===== src/rtl/opnd_scoreboard.sv =====
module opnd_scoreboard #(
  parameter int NREG = 64,
  localparam int IW = $clog2(NREG)
) (
  input  logic          clk,
  input  logic          rst_n,
  input  logic          int_set_en,
  input  logic [IW-1:0] int_set_idx,
  input  logic          fp_set_en,
  input  logic [IW-1:0] fp_set_idx,
  input  logic          int_wake_en,
  input  logic [IW-1:0] int_wake_idx,
  input  logic          fp_wake_en,
  input  logic [IW-1:0] fp_wake_idx,
  input  logic          chk_valid,
  input  logic          chk_mem,
  input  logic [2:0]    rs1_type,
  input  logic [IW-1:0] rs1_idx,
  input  logic [IW-1:0] rs1p_idx,
  input  logic [2:0]    rs2_type,
  input  logic [IW-1:0] rs2_idx,
  input  logic [IW-1:0] cc_idx,
  input  logic [2:0]    rd_type,
  input  logic [IW-1:0] rd_idx,
  output logic          held_valid,
  output logic [4:0]    pend,
  output logic          true_dep,
  output logic          addr_dep,
  output logic          issue_rdy,
  output logic          addr_rdy
);
  localparam logic [2:0] T_INT = 3'd0, T_I64 = 3'd1, T_FP = 3'd2, T_FPH = 3'd3, T_PAIR = 3'd4;
  localparam int NOP = 5;

  logic [NREG-1:0] int_busy_q, fp_busy_q;
  logic [NREG-1:0] int_wvec, fp_wvec, int_eff, fp_eff;

  assign int_wvec = int_wake_en ? (NREG'(1) << int_wake_idx) : '0;
  assign fp_wvec  = fp_wake_en  ? (NREG'(1) << fp_wake_idx)  : '0;
  assign int_eff  = int_busy_q & ~int_wvec;
  assign fp_eff   = fp_busy_q  & ~fp_wvec;

  always_ff @(posedge clk) begin
    if (!rst_n) begin
      int_busy_q <= '0;
      fp_busy_q  <= '0;
    end else begin
      int_busy_q <= (int_busy_q & ~int_wvec) | (int_set_en ? (NREG'(1) << int_set_idx) : '0);
      fp_busy_q  <= (fp_busy_q  & ~fp_wvec)  | (fp_set_en  ? (NREG'(1) << fp_set_idx)  : '0);
    end
  end

  logic [IW-1:0] n_idx [NOP];
  logic [NOP-1:0] n_fp, n_use, n_pend;

  always_comb begin
    n_idx[0] = rs1_idx;  n_fp[0] = (rs1_type == T_FP) || (rs1_type == T_FPH);
    n_use[0] = rs1_type <= T_PAIR;
    n_idx[1] = rs1p_idx; n_fp[1] = 1'b0; n_use[1] = rs1_type == T_PAIR;
    n_idx[2] = rs2_idx;  n_fp[2] = (rs2_type == T_FP) || (rs2_type == T_FPH);
    n_use[2] = rs2_type <= T_FPH;
    n_idx[3] = cc_idx;   n_fp[3] = 1'b0; n_use[3] = 1'b1;
    n_idx[4] = rd_idx;   n_fp[4] = 1'b1; n_use[4] = rd_type == T_FPH;
    for (int k = 0; k < NOP; k++)
      n_pend[k] = n_use[k] && (n_fp[k] ? fp_eff[n_idx[k]] : int_eff[n_idx[k]]);
  end

  logic [IW-1:0] q_idx [NOP];
  logic [NOP-1:0] q_fp, pend_q, hit;
  logic valid_q, mem_q;

  always_comb
    for (int k = 0; k < NOP; k++)
      hit[k] = q_fp[k] ? fp_wvec[q_idx[k]] : int_wvec[q_idx[k]];

  always_ff @(posedge clk) begin
    if (!rst_n) begin
      valid_q <= 1'b0;
      mem_q   <= 1'b0;
      pend_q  <= '0;
      q_fp    <= '0;
      for (int k = 0; k < NOP; k++) q_idx[k] <= '0;
    end else if (chk_valid) begin
      valid_q <= 1'b1;
      mem_q   <= chk_mem;
      pend_q  <= n_pend;
      q_fp    <= n_fp;
      for (int k = 0; k < NOP; k++) q_idx[k] <= n_idx[k];
    end else begin
      pend_q <= pend_q & ~hit;
    end
  end

  assign held_valid = valid_q;
  assign pend       = pend_q;
  assign true_dep   = |pend_q;
  assign addr_dep   = pend_q[2] | pend_q[3];
  assign issue_rdy  = valid_q & ~true_dep;
  assign addr_rdy   = valid_q & mem_q & ~addr_dep;

  p_addr_in_true_r6: assert property (@(posedge clk) disable iff (!rst_n)
    addr_dep |-> true_dep);
  p_rsd_only_half_r5: assert property (@(posedge clk) disable iff (!rst_n)
    chk_valid && rd_type != T_FPH |=> !pend[4]);
  p_pair_only_r3: assert property (@(posedge clk) disable iff (!rst_n)
    chk_valid && rs1_type != T_PAIR |=> !pend[1]);
  p_bypass_r8: assert property (@(posedge clk) disable iff (!rst_n)
    chk_valid && int_wake_en && rs1_type == T_INT && int_wake_idx == rs1_idx |=> !pend[0]);
  p_set_visible_r9: assert property (@(posedge clk) disable iff (!rst_n)
    int_set_en |=> int_busy_q[$past(int_set_idx)]);
  p_mask_shrinks_r7: assert property (@(posedge clk) disable iff (!rst_n)
    !chk_valid |=> (pend & ~$past(pend)) == '0);
  p_cc_wake_r7: assert property (@(posedge clk) disable iff (!rst_n)
    !chk_valid && int_wake_en && int_wake_idx == q_idx[3] |=> !pend[3]);
endmodule


===== config.mk =====
export PLATFORM = sky130hd
export DESIGN_NAME = opnd_scoreboard
export DESIGN_NICKNAME = d
export VERILOG_FILES = /design/src/rtl/opnd_scoreboard.sv
export SDC_FILE = /design/constraint.sdc
export NUM_CORES = 1
export LEC_CHECK = 0
export BUFFER_PORTS_ARGS = -buffer_cell sky130_fd_sc_hd__buf_2
export CORE_MARGIN = 2
export CORE_UTILIZATION = 38
export CTS_CLUSTER_SIZE = 30
export DETAILED_ROUTE_END_ITERATION = 12
export PLACE_DENSITY = 0.61
export SLEW_MARGIN = 30
export SYNTH_ARGS = -nofsm -noshare
export SYNTH_HDL_FRONTEND = slang
export SYNTH_SLANG_ARGS = --single-unit

===== constraint.sdc =====
create_clock -name clk -period 6.5 [get_ports clk]
set_clock_uncertainty 0.1 [all_clocks]
set_input_delay 1.3 -clock clk [delete_from_list [all_inputs] [get_ports clk]]
set_output_delay 1.3 -clock clk [all_outputs]
set_load 0.01 [all_outputs]

# Yosys cells after proc, flatten, opt, wreduce, memory -nomap -nowiden
# Memory sizes are Yosys's and may differ from the RTL's.
# Cells that the tools add are included.
# totals
ff_bits	138
latch_bits	0
ram_bits	30
rom_bits	0
input_bits	71
output_inout_bits	10
memories	1
# op_classes
add_sub_neg	0
n_mul	0
div	0
magnitude_cmp	12
n_eq_ne	6
n_shift	4
muxes	49
bitwise	19
reduce_logical	7
# mem_list
memory	depth	width	rd	rd_clocked_by_memory_dff	wr	line_no	source
q_idx	5	6	5	0	5	68	logic [IW-1:0] q_idx [NOP];
# op_table
operator	n
64-bit two-way mux	4
1-bit by 6-bit << shifter with 64-bit output (first input constant)	4
64-bit AND	2
64-bit NOT	2
64-bit OR	2
1-bit binary-select mux with 6-bit select	15
6-bit by 7-bit less-than comparator with 1-bit output (second input constant)	10
6-bit two-way mux	5
1-bit two-way mux	24
3-bit by 2-bit == test with 1-bit output (second input constant)	5
1-bit OR	6
5-bit AND	1
5-bit two-way mux	1
5-bit NOT	1
5-bit OR reduction	1
1-bit logical AND	4
1-bit AND	3
3-bit == test (second input constant)	1
3-bit by 2-bit <= comparator with 1-bit output (second input constant)	1
3-bit <= comparator (second input constant)	1
1-bit logical OR	2
1-bit NOT	2

# Longest topological paths before layout
# Gate-level depths: netlist of the first run.
# depth
word_depth	9
ltp_mapped	11

# Worst setup path before layout of the first run
# Ideal clock, no wire load.
# synth_path
path_kind	input to register
from	input port int_wake_idx[3]
to	register pend_q[0] (netlist: pend[0])
setup_time_ns	0.134
arrival_time_ns	3.394
required_time_ns	6.266
slack_ns	2.872
cell_stages	10
path_buffers	2
path_cell_list	buf_2 > buf_4 > or4_4 > o21ai_1 > mux2_2 > o22ai_1 > or3_1 > o211a_1 > o31ai_1 > o311ai_1
# synth_via
elab_chain_len	9
elab_cells_between_ends	14
# synth_rtl
item	line_no	source
start, declared	12	input logic [IW-1:0] int_wake_idx,
1-bit by 6-bit << shifter with 64-bit output *	38	assign int_wvec = int_wake_en ? (NREG'(1) << int_wake_idx) : '0;
64-bit two-way mux *	38	
64-bit NOT	40	assign int_eff = int_busy_q & ~int_wvec;
64-bit AND	40	
1-bit binary-select mux with 6-bit select	65	n_pend[k] = n_use[k] && (n_fp[k] ? fp_eff[n_idx[k]] : int_eff[n_idx[k]]);
1-bit two-way mux (implied by the code)	65	
1-bit two-way mux	65	
1-bit logical AND	65	
5-bit two-way mux *	83	end else if (chk_valid) begin
end signal, assigned	86	pend_q <= n_pend;
end signal, assigned	90	pend_q <= pend_q & ~hit;
end, declared	69	logic [NOP-1:0] q_fp, pend_q, hit;
# Mark *: on every way between the ends. The rest lies on a longest branch, timed or not. The select of a mux whose other input is x is not followed.
# A chain may end at the register's enable or synchronous reset.

# Worst setup path in the final report of the first run
# layout_path
from	input port int_wake_idx[0]
to	register pend_q[2] (netlist: pend[2])
# The elaborated chain is that of the path after synthesis.

==> metrics list, run 1 <==
- Result of the run: finished, final reports clean
* Global routing usage on met2: 0.423
- I/O pins: 81
* Cell row count: 65
- In the synthesized netlist the dominant register cell turns out to be sky130_fd_sc_hd__dfxtp_1.
- Headroom to the max-slew limit: 0.312
* First-pass GRT wire length: 68,000 um
- Total of max-cap violations: 0
- The synthesized netlist occupies a cell area of 12,100 um2.
* Critical path class: in -> reg
- In this run the power spent charging and discharging nets is 744 uW.
- Final net count: about 1,400
* Per-cell routed wire length: 25.1 um
* Hold-fix buffers, CTS: 0
- In this run the number of cells on the critical path is 9.
- The worst hold path belongs to the class reg -> reg.
* Combinational share of power: 0.152
- The clock passes through at most 2 buffers.
- After synthesis, the share of flip-flops with an asynchronous set or reset is 0.
* Max Clock Freq: around 230 MHz
* Total number of vias: 11,700
- Post-route fraction of the period consumed by the critical path: 0.661
- The cell sitting at the root of the clock tree is a sky130_fd_sc_hd__clkbuf_16.
* Power per cell area: 202 nW/um2
- The cell that appears most often on the critical path is sky130_fd_sc_hd__mux4_2.
- Number of routed nets with antenna violations: 0
- Number of register bits inferred by synthesis: 167
* Share of cells above drive strength 1: 0.162
- The share of total power dissipated in the clock network is 0.439.
- Number of buffers inserted during clock tree synthesis: 17
- Vias per inst: ~6.6
* H-Tree Level Count: 4
- Worst R2R Setup Slack: 3850 ps
- For the worst setup path, the data required time is 6800 ps.
- Final cell count without fillers: 1,779
- For the worst setup path, the data arrival time is 4600 ps.
- Starting Density: 0.385
* Clk pin slew, worst setup/hold paths: 70 ps
- Crit-path cells: buf_2, or3b_1, o21ai_1, mux4_2, mux4_2, nand2b_1, o311a_1, a211oi_1, a311o_1
- Maximum vdd drop: 0.186 mV
* Total internal power: 1.94 mW
- Synthesis instantiated 81 different standard cells from the library.
- Sequential element share of the synthesized area: 0.302
- DP Cell Count: between 1,500 and 2,000
* GRT overflow: 0
* Worst Setup End Kind: register
- Once the clock tree was built, the resizer swapped 0 gates to a different size.
- Along the worst path, the maximum fanout reaches 19.
- Yosys instantiated no cell more often than sky130_fd_sc_hd__nand2_1.
- In this run the critical register-to-register path is captured at pend[0]$_SDFF_PN0_.
- Launch point of the worst reg-to-reg path: q_idx[0][0]$_SDFFCE_PN0P_
- Unrepaired setup endpoints after global routing: no
- The first detailed-routing pass took 6 iterations.
- Synthesized area divided by synthesized cell count: 8.83 um2
- The final hold violation count was 0.
- Power comes to 2.68 mW.
* Slowest Stage Delay on Critical Path: 800 ps
- Entering global routing, the biggest net connects 96 pins.
- IO buf count: 79
- CTS saw 167 sinks.
- Worst reg2reg path depth: 8
- Critical path's slowest cell: sky130_fd_sc_hd__or3b_1
- Number of nets produced by synthesis: 1,439
- The Yosys step of the flow raised 0 warnings.
* Transition time of the tightest slew-check pin: 1030 ps
- After detailed routing, the number of remaining DRC violations is 0.
- The number of antenna violations at the first check in global routing came to 5.
- Synthesis produced a netlist whose cell count is approximately 1,400.
* Number of enable-type register cells in the synthesized netlist: 30
- Die outline width: 182 um
- Filler cell count in the final layout: 3,120
- Total core area: 31,400 um2
- STA classifies the critical path startpoint as an input pin.
- Summed over all instances, the cell type with the most area after synthesis is sky130_fd_sc_hd__dfxtp_1.
- CTS tree: yes
- Setup violations remaining at the end of the flow were counted as 0.
- Tracing the worst setup path back leads to its startpoint at int_wake_idx[0].
- Of the total power, registers draw 0.410.
- Busiest layer in global routing: met2
- Buffers added to address setup during post-CTS repair amount to 0.
* Worst skew pair latency: 460 ps
- Switching power share of the total: 0.277
* CP Buf/Inv Count: 1
* Chip height: 182 um
- Wires add up to between 40,000 and 50,000 um.
- Via count of the first global-routing pass: between 10,000 and 15,000
- Sum of net half-perimeters after detailed placement: 31,000 um
- P&R area growth vs syn: 9.85%
- Number of slew-limit violations in the final report: 0
- Met1 demand-to-capacity share in global routing: 0.354
- Final min period: between 4000 and 5000 ps
- Routability-driven placement finished with a final weighted congestion of 0.961.
- The share of synthesized area in the top cell type comes to 0.227.
* Static Leak: 4.29 nW
- Ranked by total cell area, the synthesized netlist is headed by sky130_fd_sc_hd__dfxtp_1 (23%), sky130_fd_sc_hd__mux4_2 (13%), sky130_fd_sc_hd__a21boi_0 (7.8%), sky130_fd_sc_hd__edfxtp_1 (7.5%), sky130_fd_sc_hd__o21ai_0 (4.6%).
- In the final timing run, aggregate negative setup slack is 0 ps.
- Die Footprint: 33,200 um2
- Most frequent cells after synthesis: sky130_fd_sc_hd__nand2_1 (147), sky130_fd_sc_hd__dfxtp_1 (137), sky130_fd_sc_hd__a21boi_0 (126)
- Global-route total usage across every layer: 0.268
* Grt met3 use: 0.0673
- The most critical setup path has its endpoint at pend[2]$_SDFF_PN0_.
- Number of DRC markers in iteration 0: between 1,000 and 1,500
- Broken down by cell family, the worst path's largest delay share belongs to multiplexers.
[worst reg2reg max path, cell delays in order (launching register included)]
cell	delay [ps]
sky130_fd_sc_hd__edfxtp_1	460
sky130_fd_sc_hd__xnor2_1	460
sky130_fd_sc_hd__nand3b_1	190
sky130_fd_sc_hd__a2111oi_0	470
sky130_fd_sc_hd__o21ai_0	130
sky130_fd_sc_hd__o31ai_1	90
sky130_fd_sc_hd__a41oi_1	140
sky130_fd_sc_hd__o21ai_0	320
sky130_fd_sc_hd__o311ai_1	160
[through the flow]
step,hold WS (ps),setup slack [ps],area (um2),utilization
global route,449,2090,13300,0.422
floorplan,382,2870,12100,-
global placement,400,1790,12600,0.400
CTS,424,2260,13300,0.422
detailed placement,414,1790,12600,0.401
finish,411,2200,13300,0.423
[layout by cell type, fill, tap and decap left out, types with 9 or more instances in the layout]
cell type | Yosys | final
sky130_fd_sc_hd__mux4_2 | 72 | 72
sky130_fd_sc_hd__inv_1 | 15 | 15
sky130_fd_sc_hd__o31ai_1 | 21 | 21
sky130_fd_sc_hd__nand3_1 | 37 | 37
sky130_fd_sc_hd__or3_1 | 9 | 9
sky130_fd_sc_hd__nand2b_1 | 20 | 20
sky130_fd_sc_hd__and3_1 | 28 | 28
sky130_fd_sc_hd__clkbuf_16 | 0 | 20
sky130_fd_sc_hd__a21boi_0 | 126 | 126
sky130_fd_sc_hd__nor3_1 | 20 | 20
sky130_fd_sc_hd__o21ai_1 | 27 | 27
sky130_fd_sc_hd__edfxtp_1 | 30 | 30
sky130_fd_sc_hd__o21ai_0 | 112 | 112
sky130_fd_sc_hd__o211ai_1 | 10 | 10
sky130_fd_sc_hd__buf_2 | 24 | 78
sky130_fd_sc_hd__mux2_2 | 9 | 9
sky130_fd_sc_hd__a21oi_1 | 25 | 25
sky130_fd_sc_hd__dfxtp_1 | 137 | 137
sky130_fd_sc_hd__nor2b_1 | 20 | 20
sky130_fd_sc_hd__mux2i_1 | 44 | 44
sky130_fd_sc_hd__nand2_1 | 147 | 147
sky130_fd_sc_hd__buf_4 | 5 | 10
sky130_fd_sc_hd__nor2_1 | 80 | 80
sky130_fd_sc_hd__nand4_1 | 18 | 18
sky130_fd_sc_hd__xor2_1 | 20 | 20
sky130_fd_sc_hd__o22ai_1 | 22 | 22
sky130_fd_sc_hd__xnor2_1 | 22 | 22
sky130_fd_sc_hd__and2_1 | 16 | 16
sky130_fd_sc_hd__nor4_1 | 18 | 18
[power by group through the flow]
stage,combinational (mW),sequential [mW],clock (mW)
floorplan,0.271,1.11,0
finish,0.407,1.10,1.18
global route,0.431,1.10,1.23
global placement,0.391,1.12,0
detailed placement,0.394,1.12,0
CTS,0.396,1.10,1.18
[area by class of cell]
type / instances / area [um2] / share of cell area
Timing Repair Buffer: 88 / 465 / 0.0351
Clock buffer: 24 / 526 / 0.0396
Sequential cell: 167 / 3640 / 0.275
Multi-Input combinational cell: 1067 / 7890 / 0.595
Clock inverter: 8 / 154 / 0.0116
Antenna cell: 4 / 10.0 / 0.000754
Inverter: 19 / 73.8 / 0.00556
Tap cell: 402 / 503 / 0.0379
[metal layers]
metal	vias up	part of all wire	wire (um)
met2	728	0.46	20300
met3	89	0.11	4780
met5	-	0.00088	39
li1	5175	-	-
met1	5703	0.41	18200
met4	6	0.027	1210
[worst min-delay path by stage]
stage                              start                   endpoint  slack, ps  depth (start not counted)
2_1_floorplan  int_busy_q[24]$_SDFF_PN0_  int_busy_q[24]$_SDFF_PN0_        380                          2
3_3_place_gp          pend[4]$_SDFF_PN0_         pend[4]$_SDFF_PN0_        400                          2
3_5_place_dp          pend[4]$_SDFF_PN0_         pend[4]$_SDFF_PN0_        410                          2
4_1_cts               pend[4]$_SDFF_PN0_         pend[4]$_SDFF_PN0_        420                          2
5_1_grt               pend[4]$_SDFF_PN0_         pend[4]$_SDFF_PN0_        450                          2
6_report              pend[4]$_SDFF_PN0_         pend[4]$_SDFF_PN0_        410                          2
[state kept, by name (all words and copies together) (netlist names)]
name and count:
held_valid 1, q_fp 2, mem_q 1, int_busy_q 64, fp_busy_q 64, pend 5
q_idx 30
[kinds of logic (layout without fill, tap and decap cells)]
logic type	after synthesis	count (layout)	synth area share
multiplexers	126	126	0.180
AO/OA/AOI/OAI	421	421	0.233
flip-flops	167	167	0.302
XOR/XNOR	42	42	0.0305
buffers and inverters	134	139	0.0458
other	0	4	0
AND/OR/NAND/NOR	478	478	0.209
Power figures use the tool's default switching activity.
==> inputs of run 2 (changes only) <==
clock period = 4.45 ns   (was 6.5 ns; I/O delays follow)
==> run 2 against run 1 <==
Via count is 2.2% higher. First-iteration DRC count is 2.5% higher. Clock-buffer cell count is 6 lower. Design area is 2.6% higher. Power is 41% higher. Sequential share of layout area is 0.70 points lower.
==> metrics list, run 2 (synthesized netlist as in run 1, its figures left out) <==
- Vias per inst: 6.53
- CTS tree: yes
- In the final layout, the registers with the most flip-flops are fp_busy_q (64), int_busy_q (64), q_idx (30).
- For the final routed database, the setup TNS stands at 0 ps.
* Hold-fix buffers, CTS: 0
* First-pass GRT wire length: 69,600 um
- Detailed route wirelength on metal3: 5020 um
- Counting every sink on the clock net gives 167.
- Worst skew pair latency: 440 ps
* Final cell count without fillers: 1,831
* Final min period: between 3000 and 4000 ps
- Total of max-cap violations: 0
- Sum of net half-perimeters after detailed placement: approximately 33,000 um
- Input and output buffers added on the ports amount to 79.
- Post-route fraction of the period consumed by the critical path: 0.815
- Post-CTS Setup Inserts: 0
- The net count of the finished layout is 1,486.
- Result of the run: finished, final reports clean
* H-Tree Level Count: 4
* Total core area: 31,400 um2
- Combinational share of power: 0.163
- Share of cells above drive strength 1: 0.197
- Routability congestion estimate: 0.954
- Timing analysis after detailed placement gives a worst setup slack of 409 ps.
- Leading cell types in the layout, fill and taps excluded: sky130_fd_sc_hd__nand2_1 (147), sky130_fd_sc_hd__dfxtp_1 (137), sky130_fd_sc_hd__a21boi_0 (126)
- In this run, CTS created clock tree buffers numbering 17.
- Worst reg2reg path depth: 8
- Final count of hold timing violations: 0
* Starting Density: 0.385
- After detailed routing, the average wire length per cell comes to around 25 um.
- Via count of the first global-routing pass: approximately 11,000
- Transition time of the tightest slew-check pin: 916 ps
* Maximum fanout along the worst path: 12
- Switching power total: 1.11 mW
- Gates resized during post-CTS repair numbered 0.
- Share of power burned in registers: 0.424
* Total length of routed met2 wires: 20,400 um
- Total number of vias: 12,000
- Counting tap cells, the placed design contains a total of 1,798 instances.
- STA classifies the critical path startpoint as an input pin.
- Entering global routing, the biggest net connects 102 pins.
* GRT overflow: 0
* Clk pin slew, worst setup/hold paths: 70 ps
- For this run, design rule violations remaining after detail routing come to 0.
- Post-route worst hold slack: 416 ps
- For this run, the total global-route usage over all layers was measured as 0.275.
* Data required, critical path: between 4000 and 5000 ps
- Summed over all cells, the static leakage comes to around 4.5 nW.
- Internal power comes to between 2 and 3 mW.
* Unrepaired setup endpoints after global routing: no
* Cell row count: 65
* Final WS setup: 823 ps
- The tightest min-delay check is of the reg -> reg type.
* Chip height: 182 um
- The count of nets left with antenna violations once routing finished came out at 0.
- Most common cell after layout, fill and taps aside: sky130_fd_sc_hd__nand2_1
* Initial antenna violation count: 2
- Die outline width: 182 um
* Final core area utilization: 0.434
- Number of detailed-route iterations in the first pass: 6
- In the final routing, the length of wire on met1 measures 18,800 um.
- The share of total power dissipated in the clock network is 0.413.
- The floorplan step defined a die boundary enclosing 33,200 um2.
* Number of slew-limit violations in the final report: 0
- Of the total power, the share spent switching nets is 0.294.
- Maximum vdd drop: 0.239 mV
- Max Clock Freq: approximately 280 MHz
- Library cell used as clock root buffer: sky130_fd_sc_hd__clkbuf_16
* Power per cell area: 278 nW/um2
* Final wirelength: 45,700 um
- Worst Setup End Kind: register
- The first routing iteration left between 1,500 and 2,000 violations.
- I/O pins: 81
- In this run the deepest clock path goes through 2 buffers.
* P&R area growth vs syn: 12.7%
* Final number of setup-violating endpoints: 0
- Headroom to the max-slew limit: 0.384
* Hold depth: 2
* Arrival time worst endpoint: just under 4000 ps
* Critical path class: in -> reg
- Highest signal layer in the routed design: met5
[run 2: cell type report]
class                      count  area [um2]
antenna                        1        2.50
clock buffer                  18         429
clock inverter                14         174
fill                        3076       17800
inverter                      19        71.3
multi-input combinational   1067        7900
sequential                   167        3640
tap                          402         503
timing repair buffer         143         891
[run 2: through the flow]
step                cell area (um2)  power [mW]
finish                        13600        3.79
detailed placement            13000        2.24
global placement              13000        2.23
global route                  13600        3.90
CTS                           13600        3.78
floorplan                     12100        2.02
[run 2: path summary, 6_finish.rpt]
kind,start,to,slack (ps)
setup reg to reg,q_idx[0][0]$_SDFFCE_PN0P_,pend[0]$_SDFF_PN0_,1710
hold reg to reg,pend[4]$_SDFF_PN0_,pend[4]$_SDFF_PN0_,420
setup / recovery,int_wake_idx[2],pend[1]$_SDFF_PN0_,820
hold / removal,pend[4]$_SDFF_PN0_,pend[4]$_SDFF_PN0_,420
[run 2: per-layer routing]
layer / vias to the layer above / track usage
met4: 2 / 0.101
met5: - / 0
met2: 738 / 0.426
met3: 121 / 0.0706
met1: 5805 / 0.371
li1: 5290 / -
[run 2: worst max-delay path, cell delays in order]
cell and delay (ps):
sky130_fd_sc_hd__buf_2 190, sky130_fd_sc_hd__or3b_1 700, sky130_fd_sc_hd__buf_4 300, sky130_fd_sc_hd__o21ai_1 310
sky130_fd_sc_hd__mux4_2 320, sky130_fd_sc_hd__nor2_1 40, sky130_fd_sc_hd__a2111oi_0 480, sky130_fd_sc_hd__a2111oi_0 130
sky130_fd_sc_hd__buf_4 180, sky130_fd_sc_hd__a311o_1 310
[run 2: power by group through the flow]
stage                     logic, mW  clock network, mW  registers, mW
after floorplan               0.396                  0           1.62
after global placement        0.595                  0           1.64
after detailed placement      0.600                  0           1.64
after CTS                     0.603               1.58           1.61
after global routing          0.656               1.63           1.61
final                         0.618               1.56           1.61
